## config.mk

```make
export PLATFORM = sky130hd
export DESIGN_NAME = smi_indirect_responder
export DESIGN_NICKNAME = d
export VERILOG_FILES = /design/src/rtl/smi_resp_pkg.sv /design/src/rtl/smi_addr_match.sv /design/src/rtl/smi_bank_port.sv /design/src/rtl/smi_cmd_window.sv /design/src/rtl/smi_indirect_responder.sv
export SDC_FILE = /design/constraint.sdc
export NUM_CORES = 1
export LEC_CHECK = 0
export ABC_CLOCK_PERIOD_IN_PS = 2940
export CAP_MARGIN = 15
export CELL_PAD_IN_SITES_DETAIL_PLACEMENT = 1
export CELL_PAD_IN_SITES_GLOBAL_PLACEMENT = 1
export CORE_ASPECT_RATIO = 0.7
export CORE_MARGIN = 2
export CORE_UTILIZATION = 39
export DETAILED_ROUTE_END_ITERATION = 10
export PLACE_DENSITY = 0.84
export SYNTH_ARGS = -nofsm -noshare
export SYNTH_HDL_FRONTEND = slang
export SYNTH_HIERARCHICAL = 1
export SYNTH_SLANG_ARGS = --single-unit
```

## constraint.sdc

```tcl
create_clock -name clk -period 2.94 [get_ports clk]
set_input_delay 0.588 -clock clk [delete_from_list [all_inputs] [get_ports clk]]
set_output_delay 0.588 -clock clk [all_outputs]
set_load 0.01 [all_outputs]
```

## src/rtl/smi_resp_pkg.sv

```systemverilog
package smi_resp_pkg;

    localparam int ADDR_W = 5;
    localparam int REG_W  = 5;
    localparam int DATA_W = 16;

    localparam logic [REG_W-1:0]  WIN_REG_CMD  = 5'd0;
    localparam logic [REG_W-1:0]  WIN_REG_DATA = 5'd1;
    localparam logic [DATA_W-1:0] FLOAT_WORD   = '1;

    localparam logic [1:0] OPC_WRITE = 2'b01;
    localparam logic [1:0] OPC_READ  = 2'b10;

    // Command word: start/busy, two spare bits, clause-22 select, opcode, device, register
    typedef struct packed {
        logic              start;
        logic [1:0]        spare;
        logic              c22;
        logic [1:0]        opc;
        logic [ADDR_W-1:0] dev;
        logic [REG_W-1:0]  regn;
    } win_cmd_t;

    typedef enum logic [1:0] {
        ACC_FOREIGN = 2'd0,
        ACC_DIRECT  = 2'd1,
        ACC_LOCAL   = 2'd2
    } acc_kind_e;

    function automatic logic cmd_launches(win_cmd_t c);
        return c.start && c.c22 && (c.opc == OPC_WRITE || c.opc == OPC_READ);
    endfunction

endpackage

```

## src/rtl/smi_addr_match.sv

```systemverilog
module smi_addr_match
    import smi_resp_pkg::*;
(
    input  logic [ADDR_W-1:0] strap_addr,
    input  logic [ADDR_W-1:0] bus_addr,
    output acc_kind_e         kind
);
    always_comb begin
        if (strap_addr == '0)
            kind = ACC_DIRECT;
        else if (bus_addr == strap_addr)
            kind = ACC_LOCAL;
        else
            kind = ACC_FOREIGN;
    end
endmodule

```

## src/rtl/smi_bank_port.sv

```systemverilog
module smi_bank_port
    import smi_resp_pkg::*;
(
    input  logic              clk,
    input  logic              rst,
    input  logic              start,
    input  logic [ADDR_W-1:0] s_dev,
    input  logic [REG_W-1:0]  s_reg,
    input  logic              s_write,
    input  logic [DATA_W-1:0] s_wdata,
    output logic              bank_req,
    output logic [ADDR_W-1:0] bank_dev,
    output logic [REG_W-1:0]  bank_reg,
    output logic              bank_write,
    output logic [DATA_W-1:0] bank_wdata,
    input  logic              bank_ack,
    input  logic [DATA_W-1:0] bank_rdata,
    output logic              done,
    output logic [DATA_W-1:0] rdata
);
    always_ff @(posedge clk) begin
        if (rst) begin
            bank_req   <= 1'b0;
            bank_dev   <= '0;
            bank_reg   <= '0;
            bank_write <= 1'b0;
            bank_wdata <= '0;
        end else if (bank_req) begin
            if (bank_ack)
                bank_req <= 1'b0;
        end else if (start) begin
            bank_req   <= 1'b1;
            bank_dev   <= s_dev;
            bank_reg   <= s_reg;
            bank_write <= s_write;
            bank_wdata <= s_wdata;
        end
    end

    assign done  = bank_req && bank_ack;
    assign rdata = bank_rdata;

    AST_REQ_HELD: assert property (@(posedge clk) disable iff (rst)
        bank_req && !bank_ack |=> bank_req && $stable(bank_dev) && $stable(bank_reg)
                                 && $stable(bank_write) && $stable(bank_wdata));
endmodule

```

## src/rtl/smi_cmd_window.sv

```systemverilog
module smi_cmd_window
    import smi_resp_pkg::*;
(
    input  logic              clk,
    input  logic              rst,
    input  logic              wr_en,
    input  logic [REG_W-1:0]  reg_sel,
    input  logic [DATA_W-1:0] wdata,
    input  logic              bank_done,
    input  logic [DATA_W-1:0] bank_rdata,
    output logic [DATA_W-1:0] rd_value,
    output logic              busy,
    output logic              launch,
    output logic [ADDR_W-1:0] l_dev,
    output logic [REG_W-1:0]  l_reg,
    output logic              l_write,
    output logic [DATA_W-1:0] l_wdata
);
    win_cmd_t          cmd_q;
    logic [DATA_W-1:0] data_q;
    win_cmd_t          cmd_in;
    logic              cmd_wr;

    assign cmd_in  = win_cmd_t'(wdata);
    assign cmd_wr  = wr_en && (reg_sel == WIN_REG_CMD);
    assign launch  = cmd_wr && !busy && cmd_launches(cmd_in);
    assign l_dev   = cmd_in.dev;
    assign l_reg   = cmd_in.regn;
    assign l_write = (cmd_in.opc == OPC_WRITE);
    assign l_wdata = data_q;

    always_comb begin
        case (reg_sel)
            WIN_REG_CMD:  rd_value = {busy, cmd_q[DATA_W-2:0]};
            WIN_REG_DATA: rd_value = data_q;
            default:      rd_value = FLOAT_WORD;
        endcase
    end

    always_ff @(posedge clk) begin
        if (rst) begin
            cmd_q  <= '0;
            data_q <= '0;
            busy   <= 1'b0;
        end else begin
            if (cmd_wr && !busy && cmd_in.start) begin
                cmd_q <= cmd_in;
                busy  <= cmd_launches(cmd_in);
            end
            if (wr_en && reg_sel == WIN_REG_DATA)
                data_q <= wdata;
            if (busy && bank_done) begin
                busy <= 1'b0;
                if (cmd_q.opc == OPC_READ)
                    data_q <= bank_rdata;
            end
        end
    end

    AST_DROP_WHILE_BUSY: assert property (@(posedge clk) disable iff (rst)
        busy && cmd_wr |=> $stable(cmd_q));
    AST_UNSTARTED_KEEPS: assert property (@(posedge clk) disable iff (rst)
        cmd_wr && !cmd_in.start |=> $stable(cmd_q));
endmodule

```

## src/rtl/smi_indirect_responder.sv

```systemverilog
module smi_indirect_responder
    import smi_resp_pkg::*;
(
    input  logic              clk,
    input  logic              rst,
    input  logic [4:0]        strap_addr,
    input  logic              req_valid,
    input  logic [4:0]        req_addr,
    input  logic [4:0]        req_reg,
    input  logic              req_write,
    input  logic [15:0]       req_wdata,
    output logic              bus_done,
    output logic [15:0]       bus_rdata,
    output logic              bank_req,
    output logic [4:0]        bank_dev,
    output logic [4:0]        bank_reg,
    output logic              bank_write,
    output logic [15:0]       bank_wdata,
    input  logic              bank_ack,
    input  logic [15:0]       bank_rdata
);
    acc_kind_e         kind;
    logic              pend_q;
    logic              req_go;
    logic              direct_go;
    logic              local_go;
    logic [DATA_W-1:0] win_rd;
    logic              win_busy;
    logic              win_launch;
    logic [ADDR_W-1:0] win_dev;
    logic [REG_W-1:0]  win_reg;
    logic              win_write;
    logic [DATA_W-1:0] win_wdata;
    logic              port_start;
    logic              port_done;
    logic [DATA_W-1:0] port_rdata;
    logic              bus_done_q;
    logic [DATA_W-1:0] bus_rdata_q;

    smi_addr_match u_match (
        .strap_addr (strap_addr),
        .bus_addr   (req_addr),
        .kind       (kind)
    );

    assign req_go    = req_valid && !pend_q;
    assign direct_go = req_go && (kind == ACC_DIRECT);
    assign local_go  = req_go && (kind == ACC_LOCAL);

    smi_cmd_window u_window (
        .clk        (clk),
        .rst        (rst),
        .wr_en      (local_go && req_write),
        .reg_sel    (req_reg),
        .wdata      (req_wdata),
        .bank_done  (port_done),
        .bank_rdata (port_rdata),
        .rd_value   (win_rd),
        .busy       (win_busy),
        .launch     (win_launch),
        .l_dev      (win_dev),
        .l_reg      (win_reg),
        .l_write    (win_write),
        .l_wdata    (win_wdata)
    );

    assign port_start = direct_go || win_launch;

    smi_bank_port u_port (
        .clk        (clk),
        .rst        (rst),
        .start      (port_start),
        .s_dev      (direct_go ? req_addr  : win_dev),
        .s_reg      (direct_go ? req_reg   : win_reg),
        .s_write    (direct_go ? req_write : win_write),
        .s_wdata    (direct_go ? req_wdata : win_wdata),
        .bank_req   (bank_req),
        .bank_dev   (bank_dev),
        .bank_reg   (bank_reg),
        .bank_write (bank_write),
        .bank_wdata (bank_wdata),
        .bank_ack   (bank_ack),
        .bank_rdata (bank_rdata),
        .done       (port_done),
        .rdata      (port_rdata)
    );

    always_ff @(posedge clk) begin
        if (rst) begin
            pend_q      <= 1'b0;
            bus_done_q  <= 1'b0;
            bus_rdata_q <= FLOAT_WORD;
        end else begin
            bus_done_q <= (req_go && kind != ACC_DIRECT) || (pend_q && port_done);
            if (pend_q && port_done) begin
                pend_q      <= 1'b0;
                bus_rdata_q <= port_rdata;
            end else if (direct_go) begin
                pend_q <= 1'b1;
            end else if (req_go) begin
                bus_rdata_q <= (kind == ACC_LOCAL) ? win_rd : FLOAT_WORD;
            end
        end
    end

    assign bus_done  = bus_done_q;
    assign bus_rdata = bus_rdata_q;

    AST_BUSY_TRACKS_REQ: assert property (@(posedge clk) disable iff (rst)
        (strap_addr != '0) |-> (win_busy == bank_req));
    AST_FOREIGN_FLOATS: assert property (@(posedge clk) disable iff (rst)
        req_go && kind == ACC_FOREIGN && !req_write |=> bus_done && bus_rdata == FLOAT_WORD);
    AST_FOREIGN_NO_BANK: assert property (@(posedge clk) disable iff (rst)
        req_go && kind == ACC_FOREIGN && !bank_req |=> !bank_req);
    AST_DIRECT_DONE: assert property (@(posedge clk) disable iff (rst)
        pend_q && bank_req && bank_ack |=> bus_done);
endmodule

```

; ---- Word-level counts from Yosys, hierarchy flattened
; Index checks and enable logic that the tools add are counted.
[totals]
register_bits = 78
input_bits = 52
wordCells = 69
[classes]
eq_ne = 9
mux = 17
n_bitwise = 1
n_reduce_logical = 27
[ops]
columns = operator, count
row1 = 16-bit 2-to-1 mux, 8
row2 = 16-bit case mux with 2 select lines, 1
row3 = 1-bit logical AND, 15
row4 = 5-bit zero test, 2
row5 = 5-bit 2-to-1 mux, 2
row6 = 2-bit == test (second input constant), 3
row7 = 5-bit by 1-bit == test with 1-bit output (second input constant), 1
row8 = 5-bit == test, 1
row9 = 2-bit by 1-bit == test with 1-bit output (second input constant), 2
row10 = 1-bit 2-to-1 mux, 4
row11 = 2-bit 2-to-1 mux, 2
row12 = 2-bit by 1-bit inequality test with 1-bit output (second input constant), 2
row13 = 2-bit AND reduction, 2
row14 = 2-bit OR reduction, 2
row15 = 1-bit logical OR, 3
row16 = 1-bit zero test, 2
row17 = 2-bit nonzero test, 1
row18 = 1-bit NOT, 1

; ---- Longest topological paths before layout
[depth]
depth_word = 12
depth_mapped = 12
mapped_depth_nobuf = 10

; ---- By module
; Netlist, hierarchy kept.
[modules_own_cells]
columns = module, instances, cells_per_inst, area_each_um2, seq_area_each_um2
row1 = smi_cmd_window, 1, 202, 1746.7, 640.6
row2 = smi_bank_port, 1, 144, 1511.4, 560.5
row3 = smi_indirect_responder, 1, 100, 1151.1, 360.3
row4 = smi_addr_match, 1, 9, 68.8, 0.0

; ---- Least setup slack after synthesis
; No wires, ideal clock.
[synth_path]
path_kind = in2reg
startpoint = input port strap_addr[1]
endpoint = register u_port.bank_req
setup_time_ps = 120
arrival_time_ps = 2616
required_ps = 2820
slack_ps = 204
stages = 12
cell_sequence = or4_1 nor2_2 nor4_1 and4bb_1 and2_1 nand4b_1 nor4_1 or2_2 buf_4 buf_2 nor2_1 nor3_2
[synth_via]
word_cells_on_any_way = 15
classes_between = 3 x eq/ne / 4 x mux / 8 x reduce/logical
[synth_rtl]
columns = element, line
row1 = from (decl), smi_indirect_responder.sv:6  ; input logic [4:0] strap_addr,
row2 = 5-bit zero test, smi_addr_match.sv:9  ; if (strap_addr == '0)
row3 = 2-bit 2-to-1 mux, smi_addr_match.sv:9
row4 = net kind[0], smi_indirect_responder.sv:22  ; acc_kind_e kind;
row5 = 2-bit == test, smi_indirect_responder.sv:48  ; assign local_go = req_go && (kind == ACC_LOCAL);
row6 = 1-bit logical AND, smi_indirect_responder.sv:48
row7 = 1-bit logical AND, smi_indirect_responder.sv:53  ; .wr_en (local_go && req_write),
row8 = 1-bit logical AND, smi_cmd_window.sv:25  ; assign cmd_wr = wr_en && (reg_sel == WIN_REG_CMD);
row9 = 1-bit logical AND (2 in series), smi_cmd_window.sv:26  ; assign launch = cmd_wr && !busy && cmd_launches(cmd_in);
row10 = net win_launch, smi_indirect_responder.sv:29  ; logic win_launch;
row11 = 1-bit logical OR, smi_indirect_responder.sv:67  ; assign port_start = direct_go || win_launch;
row12 = net port_start, smi_indirect_responder.sv:34  ; logic port_start;
row13 = 1-bit 2-to-1 mux, smi_bank_port.sv:31  ; end else if (start) begin
row14 = 1-bit 2-to-1 mux, smi_bank_port.sv:28  ; end else if (bank_req) begin
row15 = to (signal assigned), smi_bank_port.sv:23  ; bank_req <= 1'b0;
row16 = to (signal assigned), smi_bank_port.sv:30  ; bank_req <= 1'b0;
row17 = to (signal assigned), smi_bank_port.sv:32  ; bank_req <= 1'b1;
row18 = to (decl), smi_bank_port.sv:11  ; output logic bank_req,
; The timed path passes the listed nets, and every way through them passes these cells.
; A chain may end at the register's enable or synchronous reset.

; ---- Worst setup path in the final report
[layout_path]
startpoint = input port req_addr[3]
endpoint = register u_port.bank_dev[1]
[layout_via]
elab_chain_len = 11
word_cells_on_any_way = 14
classes_between = 3 x eq/ne / 3 x mux / 8 x reduce/logical
[layout_lines]
columns = element, line
row1 = from (decl), smi_indirect_responder.sv:8  ; input logic [4:0] req_addr,
row2 = 5-bit == test, smi_addr_match.sv:11  ; else if (bus_addr == strap_addr)
row3 = 2-bit 2-to-1 mux, smi_addr_match.sv:11
row4 = 2-bit 2-to-1 mux, smi_addr_match.sv:9
row5 = net kind[1], smi_indirect_responder.sv:22
row6 = 2-bit == test, smi_indirect_responder.sv:48
row7 = 1-bit logical AND, smi_indirect_responder.sv:48
row8 = 1-bit logical AND, smi_indirect_responder.sv:53
row9 = 1-bit logical AND, smi_cmd_window.sv:25
row10 = 1-bit logical AND (2 in series), smi_cmd_window.sv:26
row11 = net win_launch, smi_indirect_responder.sv:29
row12 = 1-bit logical OR, smi_indirect_responder.sv:67
row13 = net port_start, smi_indirect_responder.sv:34
row14 = 2-bit AND reduction (no line), --
row15 = to (signal assigned), smi_bank_port.sv:33  ; bank_dev <= s_dev;
row16 = to (decl), smi_bank_port.sv:12  ; output logic [ADDR_W-1:0] bank_dev,
; The timed path passes the listed nets, and every way through them passes these cells.

==> qor_table.md <==
| Result | This run |
|:---|:---|
| Prevailing post-synth register cell | sky130_fd_sc_hd__dfxtp_1 |
| Least-Margin Pin Slew | 0.812 ns |
| Count of final max-slew check failures | 0 |
| Total power | 2.43 mW |
| Vias in the first global route | 4082 |
| Max-cap violations | 0 |
| Worst stage delay on the critical path | 0.32 ns |
| Period utilization | 0.941 |
| Cell with the most instances after synthesis | sky130_fd_sc_hd__dfxtp_1 |
| TritonCTS sink count | 78 |
| Type of the most critical hold path | reg -> reg |
| IO Pins | 97 |
| Total clock buffers created by CTS | 9 |
| Std cell rows | 32 |
| Total Wirelength | 13800 um |
| Final Wtd Congestion | 0.815 |
| FF+latch count, synth | 78 |
| Clock insertion delay at the later pin of the skew report | 0.34 ns |
| Combined global-route utilization of all metal layers | 0.225 |
| Critical path, cell by cell | dlymetal6s2s_1, xnor2_2, nand3_2, nor4_4, and4bb_2, and2_4, nand4b_1, nor4_2, or2_4, nor2b_4, clkbuf_16, o21ai_2 |
| Wire length of the first global-routing pass | 21800 um |
| Clock period minus worst slack | 2.77 ns |
| Headroom to the max-slew limit | 0.459 |
| Largest delay contributor family on the critical path | simple AND/OR/NAND/NOR gates |
| Final setup violation count | 0 |
| Fmax | 361 MHz |
| Avg Synthesized Cell Area | 9.84 um^2 |
| Yosys warnings | 6 |
| CP max-delay cell | sky130_fd_sc_hd__nor4_4 |
| Outcome | finished clean |
| Post-detailed-route via-to-cell ratio | 5.46 |
| Die Area | 12400 um^2 |
| Peak supply drop | 0.000257 V |
| Number of distinct library cells after synthesis | 42 |
| Number of synthesized flops with an enable pin | 0 |
| Filler cells | 1205 |
| Overflow left after global routing | 0 |
| Post-synth top area share | 0.349 |
| Instance count of the mapped netlist | 455 |
| Initial antenna violation count | 0 |
| Critical path endpoint category | flip-flop |
| Clock Pin Slew Worst Setup and Hold Paths | 0.06 ns |
| Maximum fanout count along the critical path | 8 |
| Antenna-violating nets left | 0 |
| Design Area, Final | 5970 um^2 |
| Ranking of synthesized cells by instance count | sky130_fd_sc_hd__dfxtp_1, sky130_fd_sc_hd__nand2b_1, sky130_fd_sc_hd__buf_4, sky130_fd_sc_hd__nand4bb_1, sky130_fd_sc_hd__o21ai_2 |
| Initial cell density of the core | 0.404 |
| Buffer cell driving the clock tree root | sky130_fd_sc_hd__clkbuf_16 |
| I/O Buffers | 96 |
| Drt drc | 0 |
| Synth Net Count | 508 |
| Worst endpoint data arrival time | 2.99 ns |
| Iteration-0 DRC count of the detailed router | 236 |
| Unrepaired setup endpoints after global routing | no |
| Post-synthesis instance area | 4480 um^2 |
| Worst path buffer plus inverter count | 2 |
| Areal power density over the cells | 406 nW/um^2 |
| Length of the first detailed-routing pass in iterations | 4 |
| Final hold violation count | 0 |
| Total Nets Final | 586 |
| DR vias | 3773 |
| CTS tree | yes |
| Area Growth Syn to Fin | 33.4% |
| Clock Skew | 0.00614 ns |
| Category of the critical setup timing path | in -> reg |
| Estimated wirelength of the detail-placed design | 9470 um |
| Dominant cell type by area after synthesis | sky130_fd_sc_hd__dfxtp_1 |
| Share of synthesized flip-flops with an asynchronous set or reset | 0 |
| Startpoint Class | input port |
| Endpoint required time on the critical path | 3.17 ns |
| Number of buffers between clock root and the deepest sink | 2 |
| Die Y-Extent | 93.7 um |
| Antenna diode count | 0 |
| Static Leak | 2.11 nW |
| Die X-Extent | 132 um |
| Synth area leaders | sky130_fd_sc_hd__dfxtp_1, sky130_fd_sc_hd__nand2b_1, sky130_fd_sc_hd__nand4bb_1, sky130_fd_sc_hd__buf_4, sky130_fd_sc_hd__mux2_2 |
| Core region area | 11100 um^2 |
| Share of final-layout standard cells stronger than drive strength 1 | 0.270 |
| Sequential-to-total area share from yosys stat | 0.349 |
| Number of H-tree levels | 3 |
| Routed len/inst | 20.0 um |
| Cell Area, Placed | 5480 um^2 |
| Largest net degree at the start of global routing | 104 |
==> tightest hold or removal path, delay by kind of cell (launching register included) <==
family	cells	cell delay, ns
flip-flops	1	0.31
AND/OR/NAND/NOR	1	0.06
AO/OA/AOI/OAI	1	0.06
==> report_power, final <==
part	total (mW)	switching, mW	internal [mW]
clock network	1.14	0.458	0.678
registers	1.06	0.00162	1.06
logic	0.229	0.103	0.126
==> through the flow <==
stage,setup WS [ns],hold slack [ns],utilization,instances,TNS [ns]
2_1_floorplan,0.204,0.449,-,455,0
4_1_cts,0.0331,0.468,0.527,685,0
5_1_grt,0.0147,0.492,0.538,691,0
3_5_place_dp,-0.423,0.462,0.494,667,-14.78
6_report,0.172,0.472,0.538,691,0
3_3_place_gp,-0.304,0.458,0.494,667,-9.17
==> area by class of cell <==
class | count | area [um^2] | share of cell area
Clock buffer | 10 | 239 | 0.0400
Clock inverter | 6 | 61.3 | 0.0103
Inverter | 2 | 7.51 | 0.00126
Multi-Input combinational cell | 308 | 2540 | 0.425
Sequential cell | 78 | 1560 | 0.261
Tap cell | 153 | 191 | 0.0321
Timing Repair Buffer | 134 | 1380 | 0.230
==> layer usage <==
| layer | vias to the layer above | track usage | wire [um] |
|---|---|---|---|
| met2 | 108 | 0.381 | 6560 |
| met4 | 0 | 0.0562 | 155 |
| met5 | - | 0 | 0 |
| met3 | 17 | 0.0485 | 603 |
| li1 | 1790 | - | - |
| met1 | 1858 | 0.294 | 6490 |
==> timing repair <==
item                                    4_1_cts  5_1_grt
gates resized for setup                       9       18
buffers inserted                              2        5
endpoints found under the setup margin       28       29
hold buffers                                  0        0
pin swaps                                     4       10
cloned                                        0        1
==> cell usage in the layout, fill, tap and decap left out, types with 19 or more instances in the layout <==
cell type | synthesis | final
sky130_fd_sc_hd__nand2b_1 | 61 | 61
sky130_fd_sc_hd__mux2_2 | 19 | 19
sky130_fd_sc_hd__buf_4 | 29 | 29
sky130_fd_sc_hd__o21ai_2 | 21 | 23
sky130_fd_sc_hd__dfxtp_1 | 78 | 78
sky130_fd_sc_hd__nand4bb_1 | 27 | 27
sky130_fd_sc_hd__nor2_1 | 19 | 19
sky130_fd_sc_hd__clkdlybuf4s50_1 | 0 | 85
==> cells by family (layout without fill, tap and decap cells) <==
logic type               Yosys count  after routing  share of synthesized area
AND/OR/NAND/NOR                  164            164                      0.250
AO/OA/AOI/OAI                     96             96                      0.175
XOR/XNOR                           5              5                    0.00978
adder cells (fa/ha/maj)            1              1                    0.00279
buffers and inverters             69            152                      0.105
flip-flops                        78             78                      0.349
multiplexers                      42             42                      0.108
==> final timing paths <==
kind,start,endpoint,slack [ns],depth (start not counted)
worst max-delay path,req_addr[3],u_port/bank_dev[1],0.17,12
worst min-delay path,u_port/bank_dev[0],u_port/bank_dev[0],0.47,2
worst max register to register,pend_q,u_port/bank_dev[1],0.81,8
worst min register to register,u_port/bank_dev[0],u_port/bank_dev[0],0.47,2
No activity file was read; power rests on OpenSTA's default activity.
